$ cat config.mk
export PLATFORM = sky130hd
export DESIGN_NAME = wu_line_ctrl
export DESIGN_NICKNAME = d
export VERILOG_FILES = /design/src/rtl/wu_pkg.sv /design/src/rtl/wu_transition.sv /design/src/rtl/wu_emitter.sv /design/src/rtl/wu_line_ctrl.sv
export SDC_FILE = /design/constraint.sdc
export NUM_CORES = 1
export LEC_CHECK = 0
export BUFFER_PORTS_ARGS = -buffer_cell sky130_fd_sc_hd__clkbuf_2
export CELL_PAD_IN_SITES_DETAIL_PLACEMENT = 1
export CELL_PAD_IN_SITES_GLOBAL_PLACEMENT = 1
export CORE_MARGIN = 4
export CORE_UTILIZATION = 34
export CTS_CLUSTER_SIZE = 40
export DETAILED_ROUTE_END_ITERATION = 8
export PLACE_DENSITY = 0.95
export SYNTH_ARGS = -nofsm -noshare
export SYNTH_HDL_FRONTEND = slang
export SYNTH_HIERARCHICAL = 1
export SYNTH_SLANG_ARGS = --single-unit
export TNS_END_PERCENT = 1
$ cat constraint.sdc
create_clock -name clk -period 3.75 [get_ports clk]
set_clock_uncertainty 0.1 [all_clocks]
set_input_delay 0.375 -clock clk [delete_from_list [all_inputs] [get_ports clk]]
set_output_delay 0.375 -clock clk [all_outputs]
set_load 0.02 [all_outputs]
$ cat src/rtl/wu_pkg.sv
package wu_pkg;
    typedef enum logic [1:0] {
        LN_EMPTY = 2'd0,
        LN_EXCL  = 2'd1,
        LN_SHRD  = 2'd2,
        LN_DIRTY = 2'd3
    } ln_state_e;

    typedef enum logic [1:0] {
        OP_NONE  = 2'd0,
        OP_READ  = 2'd1,
        OP_WRITE = 2'd2,
        OP_EVICT = 2'd3
    } cpu_op_e;

    typedef enum logic [1:0] {
        BC_FILL   = 2'd0,
        BC_UPDATE = 2'd1,
        BC_WBACK  = 2'd2,
        BC_SUPPLY = 2'd3
    } bus_cmd_e;

    typedef enum logic [1:0] {
        DS_HOLD  = 2'd0,
        DS_FILL  = 2'd1,
        DS_CPU   = 2'd2,
        DS_SNOOP = 2'd3
    } data_sel_e;

    localparam logic SNP_READ   = 1'b0;
    localparam logic SNP_UPDATE = 1'b1;
endpackage

$ cat src/rtl/wu_transition.sv
module wu_transition
    import wu_pkg::*;
(
    input  ln_state_e state,
    input  cpu_op_e   op,
    input  logic      snp_valid,
    input  logic      snp_cmd,
    input  logic      shared_in,
    output ln_state_e next_state,
    output data_sel_e data_sel
);
    always_comb begin
        next_state = state;
        data_sel   = DS_HOLD;
        if (snp_valid) begin
            // snoop has priority; processor op is stalled
            if (state != LN_EMPTY) begin
                next_state = LN_SHRD;
                if (snp_cmd == SNP_UPDATE) data_sel = DS_SNOOP;
            end
        end else begin
            unique case (state)
                LN_EMPTY: begin
                    if (op == OP_READ) begin
                        next_state = shared_in ? LN_SHRD : LN_EXCL;
                        data_sel   = DS_FILL;
                    end else if (op == OP_WRITE) begin
                        next_state = shared_in ? LN_SHRD : LN_EXCL;
                        data_sel   = DS_CPU;
                    end
                end
                LN_EXCL: begin
                    if (op == OP_WRITE) begin
                        next_state = LN_DIRTY;
                        data_sel   = DS_CPU;
                    end else if (op == OP_EVICT) begin
                        next_state = LN_EMPTY;
                    end
                end
                LN_SHRD: begin
                    if (op == OP_WRITE) begin
                        next_state = shared_in ? LN_SHRD : LN_EXCL;
                        data_sel   = DS_CPU;
                    end else if (op == OP_EVICT) begin
                        next_state = LN_EMPTY;
                    end
                end
                LN_DIRTY: begin
                    if (op == OP_WRITE) begin
                        data_sel = DS_CPU;
                    end else if (op == OP_EVICT) begin
                        next_state = LN_EMPTY;
                    end
                end
                default: next_state = LN_EMPTY;
            endcase
        end
    end
endmodule

$ cat src/rtl/wu_emitter.sv
module wu_emitter
    import wu_pkg::*;
#(
    parameter int DATA_W = 32
) (
    input  ln_state_e          state,
    input  cpu_op_e            op,
    input  logic               snp_valid,
    input  logic               snp_cmd,
    input  logic [DATA_W-1:0]  line_q,
    input  logic [DATA_W-1:0]  cpu_wdata,
    input  logic [DATA_W-1:0]  fill_data,
    output logic               bus_valid,
    output bus_cmd_e           bus_cmd,
    output logic [DATA_W-1:0]  bus_data,
    output logic               shared_out,
    output logic               cpu_ready,
    output logic [DATA_W-1:0]  cpu_rdata
);
    always_comb begin
        bus_valid  = 1'b0;
        bus_cmd    = BC_FILL;
        bus_data   = '0;
        shared_out = 1'b0;
        cpu_ready  = !snp_valid;
        cpu_rdata  = (state == LN_EMPTY && op == OP_READ) ? fill_data : line_q;
        if (snp_valid) begin
            unique case (state)
                LN_EMPTY: ;
                LN_EXCL, LN_SHRD: shared_out = 1'b1;
                LN_DIRTY: begin
                    shared_out = 1'b1;
                    if (snp_cmd == SNP_READ) begin
                        bus_valid = 1'b1;
                        bus_cmd   = BC_SUPPLY;
                        bus_data  = line_q;
                    end
                end
                default: ;
            endcase
        end else begin
            unique case (state)
                LN_EMPTY: begin
                    if (op == OP_READ) begin
                        bus_valid = 1'b1;
                        bus_cmd   = BC_FILL;
                    end else if (op == OP_WRITE) begin
                        bus_valid = 1'b1;
                        bus_cmd   = BC_UPDATE;
                        bus_data  = cpu_wdata;
                    end
                end
                LN_SHRD: begin
                    if (op == OP_WRITE) begin
                        bus_valid = 1'b1;
                        bus_cmd   = BC_UPDATE;
                        bus_data  = cpu_wdata;
                    end
                end
                LN_DIRTY: begin
                    if (op == OP_EVICT) begin
                        bus_valid = 1'b1;
                        bus_cmd   = BC_WBACK;
                        bus_data  = line_q;
                    end
                end
                LN_EXCL: ;
                default: ;
            endcase
        end
    end
endmodule

$ cat src/rtl/wu_line_ctrl.sv
module wu_line_ctrl
    import wu_pkg::*;
#(
    parameter int DATA_W = 32
) (
    input  logic              clk,
    input  logic              rst_n,
    input  logic [1:0]        cpu_op,
    input  logic [DATA_W-1:0] cpu_wdata,
    output logic              cpu_ready,
    output logic [DATA_W-1:0] cpu_rdata,
    output logic              bus_valid,
    output logic [1:0]        bus_cmd,
    output logic [DATA_W-1:0] bus_data,
    input  logic              bus_shared_in,
    input  logic [DATA_W-1:0] bus_fill_data,
    input  logic              snp_valid,
    input  logic              snp_cmd,
    input  logic [DATA_W-1:0] snp_data,
    output logic              snp_shared_out,
    output logic [1:0]        line_state
);
    ln_state_e         state_q, state_d;
    data_sel_e         dsel;
    bus_cmd_e          cmd_e;
    logic [DATA_W-1:0] word_q;
    cpu_op_e           op_e;

    assign op_e = cpu_op_e'(cpu_op);

    wu_transition u_trans (
        .state      (state_q),
        .op         (op_e),
        .snp_valid  (snp_valid),
        .snp_cmd    (snp_cmd),
        .shared_in  (bus_shared_in),
        .next_state (state_d),
        .data_sel   (dsel)
    );

    wu_emitter #(.DATA_W(DATA_W)) u_emit (
        .state      (state_q),
        .op         (op_e),
        .snp_valid  (snp_valid),
        .snp_cmd    (snp_cmd),
        .line_q     (word_q),
        .cpu_wdata  (cpu_wdata),
        .fill_data  (bus_fill_data),
        .bus_valid  (bus_valid),
        .bus_cmd    (cmd_e),
        .bus_data   (bus_data),
        .shared_out (snp_shared_out),
        .cpu_ready  (cpu_ready),
        .cpu_rdata  (cpu_rdata)
    );

    always_ff @(posedge clk) begin
        if (!rst_n) state_q <= LN_EMPTY;
        else        state_q <= state_d;
    end

    always_ff @(posedge clk) begin
        if (!rst_n) begin
            word_q <= '0;
        end else begin
            unique case (dsel)
                DS_HOLD:  word_q <= word_q;
                DS_FILL:  word_q <= bus_fill_data;
                DS_CPU:   word_q <= cpu_wdata;
                DS_SNOOP: word_q <= snp_data;
                default:  word_q <= word_q;
            endcase
        end
    end

    assign bus_cmd    = cmd_e;
    assign line_state = state_q;
endmodule

After elaboration in Yosys (flattened, before gate mapping):

Index checks and enable logic that the tools add are counted.

* bits of input ports: 103
* output and inout bits: 71
* register bits: 34

* reduce and logical (&&, ||, !) cells: 7
* eq/ne operators: 12
* mux-type cells: 41

Operator list (number)
* two-way mux 32 bit: 7
* one-hot mux 32 bit (3 select lines): 2
* two-way mux 2 bit: 19
* == test 2 bit (second input constant): 6
* two-way mux 1 bit: 9
* one-hot mux 2 bit (4 select lines): 1
* == test 2 x 1 -> 1 bit (second input constant): 3
* one-hot mux 2 bit (3 select lines): 1
* logical NOT 2 bit: 2
* != test 4 bit (second input constant): 1
* one-hot mux 2 bit (2 select lines): 1
* != test 3 bit (second input constant): 1
* one-hot mux 1 bit (3 select lines): 1
* AND reduction 3 bit: 1
* OR reduction 3 bit: 1
* != test 2 x 1 -> 1 bit (second input constant): 1
* nonzero test 2 bit: 1
* logical AND 1 bit: 1
* logical NOT 1 bit: 1

Longest topological paths before layout:

* depth in word-level cells: 7
* mapped depth: 6

Cells and area by module:

The synthesis kept the hierarchy.

By module, submodules not included
* wu_line_ctrl: cells an instance 147, area each 1685.4 sq um, seq. area each 680.7 sq um, times used 1
* wu_emitter: cells an instance 97, area each 1056.0 sq um, seq. area each 0.0 sq um, times used 1
* wu_transition: cells an instance 14, area each 92.6 sq um, seq. area each 0.0 sq um, times used 1

Least setup slack after synthesis:

Ideal clock, no wire load.

* path type: reg-to-output
* start point: reg state_q[1] (netlist: line_state[1])
* end point: out bus_data[22]
* path slack: 1798 ps
* required time: 3275 ps
* stages on the path, launching flop included: 5
* arrival: 1477 ps
* cell sequence: dfxtp_1 -> nand2_1 -> a21oi_2 -> buf_2 -> a22o_1

* word-level cells in the longest chain between the ends: 3
* elaborated cells on any way between the ends: 6

Ends and longest elaborated chain
* from (decl): RTL line wu_line_ctrl.sv:23 `ln_state_e state_q, state_d;`
* from (signal assigned): RTL line wu_line_ctrl.sv:59 `else state_q <= state_d;`
* == test 2 bit, or another cell as far along: RTL line wu_emitter.sv:28, wu_emitter.sv:42
* one-hot mux 32 bit (3 select lines) or two-way mux 32 bit (tied branches): RTL line wu_emitter.sv:42, wu_emitter.sv:28
* two-way mux 32 bit (*): RTL line wu_emitter.sv:27 `if (snp_valid) begin`
* to (decl): RTL line wu_line_ctrl.sv:14 `output logic [DATA_W-1:0] bus_data,`

Mark *: on every way between the ends. The rest lies on a longest branch, timed or not.

Worst setup path in the final report:

* start point: in cpu_op[0]
* end point: out bus_data[10]

* word-level cells in the longest chain between the ends: 5
* elaborated cells on any way between the ends: 8

Ends and longest elaborated chain
* from (decl): RTL line wu_line_ctrl.sv:8 `input logic [1:0] cpu_op,`
* == test 2 bit: RTL line wu_emitter.sv:47, wu_emitter.sv:54
* two-way mux 32 bit: RTL line wu_emitter.sv:47, wu_emitter.sv:54
* two-way mux 32 bit: RTL line wu_emitter.sv:44 `if (op == OP_READ) begin`
* one-hot mux 32 bit (3 select lines) (*): RTL line wu_emitter.sv:42 `unique case (state)`
* two-way mux 32 bit (*): RTL line wu_emitter.sv:27

Marks and branches as above.

==> flow_summary.toml <==
[cts]
clockBufferDepth = 2
post_cts_buffers = 0
htreeDepth = 2
clkLatencyLatePin_ps = 270
cts_resized = 0
clk_pin_slew_worst_paths_ps = 70
hold_buffers = 0
root_buffer = "clkbuf_8"
cts_sinks = 34
cts_buffers = 5
cts_tree = "built"

[global_routing]
antenna_found_initial = 0
track_usage = 0.181
grt_pass1_wl_um = 14700
grt-ovfl-total = 0
grt_pass1_vias = 3086
grt_max_degree = 36

[final_layout]
diodes = 0
final_util = 0.453
area_delta_synth_final_pct = 30.6
fin_area_um2 = 3700
drive_above_1_share = 0.532
fin_nets = 525

[floorplan]
die_h_um = 99.3
fp.dieW_um = 99.3
fp.coreArea_um2 = 8180
initial_core_util = 0.347
die_area_um2 = 9860
num_rows = 33
io_pins = 174

[timing]
fin_setup_tns_ps = 0
finalMaxSlewViolations = 0
finalSetupViolCount = 0
fin_crit_sh = 0.771
relSlewSlack = 0.174
worst_pin_slew_ps = 1240
hold_viol_final = 0
rsz0062_at_grt = "false"
timing.final.crit_period_ps = 2890
whs_ps = 258
fmax_mhz = 346

[worst_setup_path]
crit_type = "in -> out"
cp-start-kind = "primary input"
critPathSlowestCell = "a21boi_4"
cp_max_fo = 32
crit_top_cell = "clkbuf_2"
path_cells = "clkbuf_2, inv_1, ha_1, nor3b_1, a21boi_4, a22o_1, clkbuf_2"
critical_path.max_stage_delay_ps = 880
crit_family = "compound AO/OA/AOI/OAI gates"
crit_arrival_ps = 2420
worstPathRequired_ps = 3270
critPathCaptureType = "output pin"
critical_path_buf_inv_count = 3

[status]
outcome = "complete, no violations"

[power]
power_mw = 1.13
vdd_drop_max_v = 0.000147
pwr_density_cell_nw_per_um2 = 307
leakagePower_nw = 1.75

[detailed_routing]
drt_iter0_drc = 40
post_drt_via_cell_ratio = 5.34
antenna_left = 0
routed-via-count = 2800
wl_per_cell_um = 17.9
wirelength_um = 9360
drcViolationCount = 0
dr.pass1.iters = 3

[yosys]
synth_area_um2 = 2830
synth_fp_nets = 365
yosysWarnings = 6
syn-instance-count = 258
synthFlopType = "dfxtp_1"
synth_seq_cells = 34
yosysUniqueCellTypes = 37
synth-edff-count = 0
synth.yosys.seq_area_share = 0.240
syn_area_per_cell_um2 = 11.0
async_reset_ff_frac = 0

[place]
dpl.hpwl_um = 7180
place_congestion = 0.773
post_dp_cell_area_um2 = 3610
port-buffer-count = 173

[job]
maxCapViolations = 0

[hold_path]
worstHoldPathType = "in -> reg"
-- layer usage --
metal	wire length (µm)	GRT usage
met1	3580	0.193
met2	5030	0.351
met3	562	0.0372
met4	182	0.0567
met5	0	0
-- power breakdown --
| part | internal (mW) | total [mW] | switching (mW) |
|---|---|---|---|
| combinational | 0.203 | 0.428 | 0.225 |
| clock | 0.148 | 0.286 | 0.138 |
| sequential | 0.393 | 0.421 | 0.0281 |
-- Yosys cell counts, types with 2 or more instances --
cell type | number | area (µm²)
a22o_1 | 32 | 280
a311o_1 | 2 | 20.0
and2_1 | 2 | 12.5
buf_12 | 6 | 120
buf_2 | 5 | 25.0
buf_6 | 5 | 56.3
buf_8 | 3 | 45.0
clkbuf_1 | 3 | 11.3
dfxtp_1 | 34 | 681
ha_1 | 4 | 50.1
inv_1 | 6 | 22.5
mux2_2 | 3 | 33.8
mux2_4 | 30 | 450
mux2i_1 | 64 | 641
nand2_1 | 2 | 7.51
nand2b_1 | 4 | 25.0
nor2_1 | 2 | 7.51
o22ai_1 | 32 | 200
-- cell families (layout without fill, tap and decap cells) --
group | Yosys count | count (layout) | share of synthesized area
AO/OA/AOI/OAI | 77 | 77 | 0.210
adder cells (fa/ha/maj) | 4 | 4 | 0.0177
AND/OR/NAND/NOR | 17 | 17 | 0.0353
multiplexers | 97 | 97 | 0.397
buffers and inverters | 29 | 190 | 0.100
flip-flops | 34 | 34 | 0.240
-- per-stage QoR --
step           cells  setup slack, ps
6_report         524              857
5_1_grt          524              785
4_1_cts          524              897
3_5_place_dp     516              894
3_3_place_gp     516             1050
2_1_floorplan    258             1800
-- cell usage in the layout (no fill, tap or decap), drive strengths merged, types with 2 or more instances in the layout --
cell    count
mux2       33
nand2       2
o22ai      32
a311o       2
ha          4
a22o       32
a21boi      2
o21ai       2
dfxtp      34
nand2b      4
and2        3
buf         3
nor2        3
clkbuf    179
inv         6
a21oi       2
mux2i      64
-- worst paths after layout --
path | start | endpoint | slack, ps | cells past startpoint
min | rst_n | line_state[1]$_SDFF_PN0_ | 260 | 2
max | cpu_op[0] | bus_data[10] | 860 | 7
max reg2reg | line_state[1]$_SDFF_PN0_ | word_q[27]$_SDFFE_PN0P_ | 1480 | 4
min reg2reg | word_q[31]$_SDFFE_PN0P_ | word_q[31]$_SDFFE_PN0P_ | 480 | 2
-- layout make-up --
cell class                 instances  area (µm²)
clock buffer                       6        82.6
timing repair buffer             176         888
fill                            1005        4470
clock inverter                     2        12.5
tap                              105         131
inverter                           6        22.5
multi-input combinational        195        1880
sequential                        34         681
-- state kept, by name, summed over array words and instances, names as in the netlist --
name        cells
word_q         32
line_state      2
No activity file was read; power rests on OpenSTA's default activity.
